`config.mk`:
```
export PLATFORM = sky130hd
export DESIGN_NAME = iram_port
export DESIGN_NICKNAME = d
export VERILOG_FILES = /design/src/rtl/iram_port.sv
export SDC_FILE = /design/constraint.sdc
export NUM_CORES = 2
export LEC_CHECK = 0
export ABC_CLOCK_PERIOD_IN_PS = 4750
export CAP_MARGIN = 20
export CORE_MARGIN = 2
export CORE_UTILIZATION = 40
export DETAILED_ROUTE_END_ITERATION = 7
export DONT_BUFFER_PORTS = 1
export PLACE_DENSITY = 0.5
export SLEW_MARGIN = 10
export SYNTH_ARGS = -nofsm -noshare
export SYNTH_HDL_FRONTEND = slang
export SYNTH_SLANG_ARGS = --single-unit
```
`constraint.sdc`:
```
create_clock -name clk -period 4.75 [get_ports clk]
set_input_delay 1.425 -clock clk [delete_from_list [all_inputs] [get_ports clk]]
set_output_delay 1.425 -clock clk [all_outputs]
set_load 0.1 [all_outputs]
```
`src/rtl/iram_port.sv`:
```
module iram_port #(
  parameter int AW = 9,
  parameter logic [7:0] A_HI = 8'h1A,
  parameter logic [7:0] A_LO = 8'h1B,
  parameter logic [7:0] A_WR = 8'h1C,
  parameter logic [7:0] A_RD = 8'h1D
) (
  input  logic       clk,
  input  logic       rst_n,
  input  logic       wr_en,
  input  logic       rd_en,
  input  logic [7:0] addr,
  input  logic [7:0] wr_data,
  output logic       rd_valid,
  output logic [7:0] rd_data
);
  localparam int HW    = AW - 8;
  localparam int DEPTH = 1 << AW;

  logic [7:0]    mem [DEPTH];
  logic [AW-1:0] ptr;
  logic [AW-1:0] ptr_inc;

  wire rd_go  = rd_en & ~wr_en;
  wire do_st  = wr_en & (addr == A_WR);
  wire do_fe  = rd_go & (addr == A_RD);
  assign ptr_inc = ptr + {{(AW-1){1'b0}}, 1'b1};

  always_ff @(posedge clk or negedge rst_n)
    if (!rst_n) ptr <= '0;
    else if (wr_en && addr == A_HI) ptr[AW-1:8] <= wr_data[HW-1:0];
    else if (wr_en && addr == A_LO) ptr[7:0] <= wr_data;
    else if (do_st || do_fe) ptr <= ptr_inc;

  always_ff @(posedge clk)
    if (do_st) mem[ptr] <= wr_data;

  always_ff @(posedge clk or negedge rst_n)
    if (!rst_n) begin
      rd_valid <= 1'b0;
      rd_data  <= 8'h00;
    end else begin
      rd_valid <= rd_go;
      if (rd_go)
        case (addr)
          A_HI:    rd_data <= 8'(ptr[AW-1:8]);
          A_LO:    rd_data <= ptr[7:0];
          A_RD:    rd_data <= mem[ptr];
          default: rd_data <= 8'h00;
        endcase
    end

  assert_valid_follows_R6: assert property (@(posedge clk) disable iff (!rst_n)
    (rd_en && !wr_en) |=> rd_valid);
  assert_no_stray_valid_R10: assert property (@(posedge clk) disable iff (!rst_n)
    !(rd_en && !wr_en) |=> !rd_valid);
  assert_ptr_idle_R8: assert property (@(posedge clk) disable iff (!rst_n)
    !(wr_en || rd_en) |=> $stable(ptr));
  assert_wrap_R7: assert property (@(posedge clk) disable iff (!rst_n)
    (ptr == AW'(DEPTH-1) && (do_st || do_fe)) |=> ptr == '0);
  assert_lo_readback_R3: assert property (@(posedge clk) disable iff (!rst_n)
    (rd_go && addr == A_LO) |=> rd_data == $past(ptr[7:0]));
  assert_hi_zero_R3: assert property (@(posedge clk) disable iff (!rst_n)
    (rd_go && addr == A_HI) |=> rd_data[7:HW] == '0);
endmodule

```
==> summary.md <==
| Metric | Value |
|---|---|
| Area growth, synth to finish | 17.56% |
| Slew Limit Headroom | -35.47% |
| Sequential Power Share | about half |
| Switch Pwr | 20.31 mW |
| Leakage power | between 50 and 60 nW |
| Clock buffer depth | 4 |
| Period utilization | 94.76% |
| Mapped Avg Cell Area | roughly 21 um2 |
| Total power | between 80 and 90 mW |
| Worst min path class | in2async |
| Final-stage net count | ~8600 |
| Cell Area, Synth | roughly 160000 um2 |
| Worst-Skew Late Latency | 1.00 ns |
| Max-slew violations | around 230 |
| Maxcap violations | 0 |
| CTS tree | built |
| Hold buffers post-CTS | 0 |
| Most frequent cells in the layout | edfxtp_1 (4096), buf_4 (1026), mux4_2 (942) |
| Register bit total from synthesis | approximately 4100 |
| Hold Fails Final Rpt | 0 |
| EDFF count, synth | between 4000 and 5000 |
| Final setup vio count | 0 |
| Core Rows | approximately 230 |
| CP required | around 5.6 ns |
| Clk pwr share | 40.1% |
| PortBufs | 0 |
| Via density | approximately 5.8 |
| CTS Sinks | around 4100 |
| Routed length per instance | ~34 um |
| Vias in the first global route | ~83000 |
| Die Area | 404500 um2 |
| Area of the multi-input gates | 34180 um2 |
| Initial drt markers | roughly 11000 |
| Synth async-reset ratio | less than 1% |
| Die Y | around 640 um |
| Most common cell after layout, fill and taps aside | edfxtp_1 |
| DRT Wirelength | ~490 mm |
| Root buffer cell | clkbuf_16 |
| Data arrival, critical path | between 5 and 6 ns |
| Layout cell share with drive strength beyond 1 | a little under a third |
| Crit path max fanout | 26 |
| Initial antenna violation count | between 40 and 50 |
| Die X | approximately 640 um |
| Failing checks | max-slew violations |
| Initial core utilization | roughly two fifths |
| Post-Syn Nets | 7547 |
| GRT Util Overall | approximately a quarter |
| Internal cell power | 63.07 mW |
| Power Dens Cells | between 400 and 500 nW/um2 |
| Ys flop type | edfxtp_1 |
| Sw frac | 24.36% |
| CP Capture Type | register |
| CTS buffer count | 431 |
| Min Tclk post-route | roughly 4.5 ns |
| Core ar. | around 400000 um2 |
| Gr ovfl total | 0 |
| Gp weighted congestion | around 0.93 |
| Sequential-to-total area share from yosys stat | 77.27% |
| First-pass GRT wire length | 677.7 mm |
| Clk pin slew, worst setup/hold paths | ~0.07 ns |
| Yosys cell types | 73 |
| H-tree levels | 5 |
| Via count | approximately 83000 |
| RSZ-0062 raised after global routing | false |
| Worst VDD drop | around 0.34 mV |
| Comb pwr share | 11.9% |
| Ys Warns | 0 |
| Dpl hpwl | between 200 and 300 mm |
| Critical path launch point type | register |
| DRC errors left | 0 |
| FF+latch area | between 100000 and 150000 um2 |
| Setup Fix Bufs, Post-CTS | 0 |
| Drt pass-1 iters | 6 |
| Worst R2R Path Depth | 9 |
| Worst slew pin tran | ~2.0 ns |
| Syn Inst Count | around 7500 |
| IO Pins | 29 |
| Final ANT Viol Nets | 0 |
| Crit Path Category | reg2reg |
| Clock Skew | approximately 0.054 ns |
| Largest net degree at the start of global routing | slightly above 500 |
| # fillers | between 30000 and 40000 |
| Status | complete, but fails checks |
| WHS | ~0.13 ns |
| F_max | roughly 220 MHz |
==> critical path, stage by stage, from the launching register on <==
cell and delay, ns:
dfrtp_4 0.92, buf_12 0.32, buf_12 0.29, mux4_2 0.55
mux2i_1 0.37, o22ai_1 0.41, a211oi_2 0.65, nor2_1 0.11
a31oi_1 0.48, a31oi_1 0.14
==> path summary, 6_finish.rpt <==
path | startpoint | slack [ns] | to
setup / recovery | ptr[0]$_DFFE_PN0P_ | 0.25 | rd_data[6]$_DFFE_PN0P_
setup reg to reg | ptr[0]$_DFFE_PN0P_ | 0.25 | rd_data[6]$_DFFE_PN0P_
hold reg to reg | rd_data[7]$_DFFE_PN0P_ | 0.75 | rd_data[7]$_DFFE_PN0P_
hold / removal | rst_n | 0.13 | rd_data[1]$_DFFE_PN0P_
min in group clk | wr_data[1] | 0.55 | mem[33][1]$_DFFE_PP_
max in group asynchronous | rst_n | 4.48 | ptr[2]$_DFFE_PN0P_
==> layout make-up <==
class                      count  share of cell area, %
clock buffer                 527                  5.968
antenna                       11                0.01466
sequential                  4114                  65.74
timing repair buffer        1116                  5.132
multi-input combinational   2932                  18.20
clock inverter               272                  1.416
tap                         5265                  3.507
inverter                      10                0.02798
==> kinds of logic after synthesis <==
logic type,after synthesis,synth area share (%)
xor gates and xnor gates,8,0.04386
adders and majority gates,4,0.03133
and+or+nand+nor,956,2.589
DFF,4114,77.27
buffers and inverters,477,1.505
AOI/OAI and AO/OA,563,2.384
muxes,1401,16.18
==> routing by layer <==
| metal | global-route usage, % | wire length [um] |
|---|---|---|
| met1 | 34.94 | 210100 |
| met3 | 4.017 | 38710 |
| met5 | 0 | 34 |
| met4 | 7.716 | 16820 |
| met2 | 36.55 | 224200 |
==> through the flow <==
step	std cells	utilization [%]	TNS (ns)	cell area [um2]	setup WS (ns)
after floorplan	7523	-	0	159800	0.7550
after global routing	14242	47.12	0	187800	0.2385
after CTS	14218	46.99	0	187300	0.3189
final	14247	47.13	0	187800	0.2491
after global placement	13418	43.51	-0.07102	173400	-0.07102
after detailed placement	13419	43.51	0	173400	0.02374
==> power by group through the flow <==
stage	logic, mW	clock network (mW)	registers, mW
after floorplan	5.66	0	40.7
after global placement	9.44	0	40.8
after detailed placement	9.43	0	40.8
after CTS	9.47	34.0	40.1
after global routing	10.3	35.4	40.0
final	9.90	33.4	40.1
==> flip-flops by register name, indices dropped and copies added (netlist names) <==
signal and flops:
rd_data 8, rd_valid 1, ptr 9, mem 4096
==> what timing repair did <==
item                                   4_1_cts  5_1_grt
setup endpoints to repair                    1        0
gates resized for setup                      1        0
endpoints found under the hold margin        0        0
==> cell usage after synthesis, types with 8 or more instances <==
master        n  area, um2
nor3_1       24      120.1
nand2_1     154      578.1
nand2b_1     11      68.82
mux4_2      942      21220
buf_1        50      187.7
a221oi_1     20      175.2
nand4_1      34      212.7
a21oi_1      68      340.3
inv_1         8      30.03
o32ai_1      10      87.58
nand3_1      62      310.3
buf_6        27      304.0
a22o_1       32      280.3
mux2i_1     429       4294
mux2_2       30      337.8
buf_4        64      480.5
a2111oi_0    10      87.58
o21ai_0      90      450.4
buf_2        97      485.5
nor4_1       15      93.84
dfrtp_1      18      450.4
a211oi_1     10      75.07
a31oi_1      14      87.58
and3_1        9      56.30
a22oi_1     127      953.4
nor2_1      583       2188
edfxtp_1   4096     123000
clkbuf_1    225      844.6
nor2b_1       8      50.05
o22ai_1     131      819.5
(Power assumes the default switching activity.)
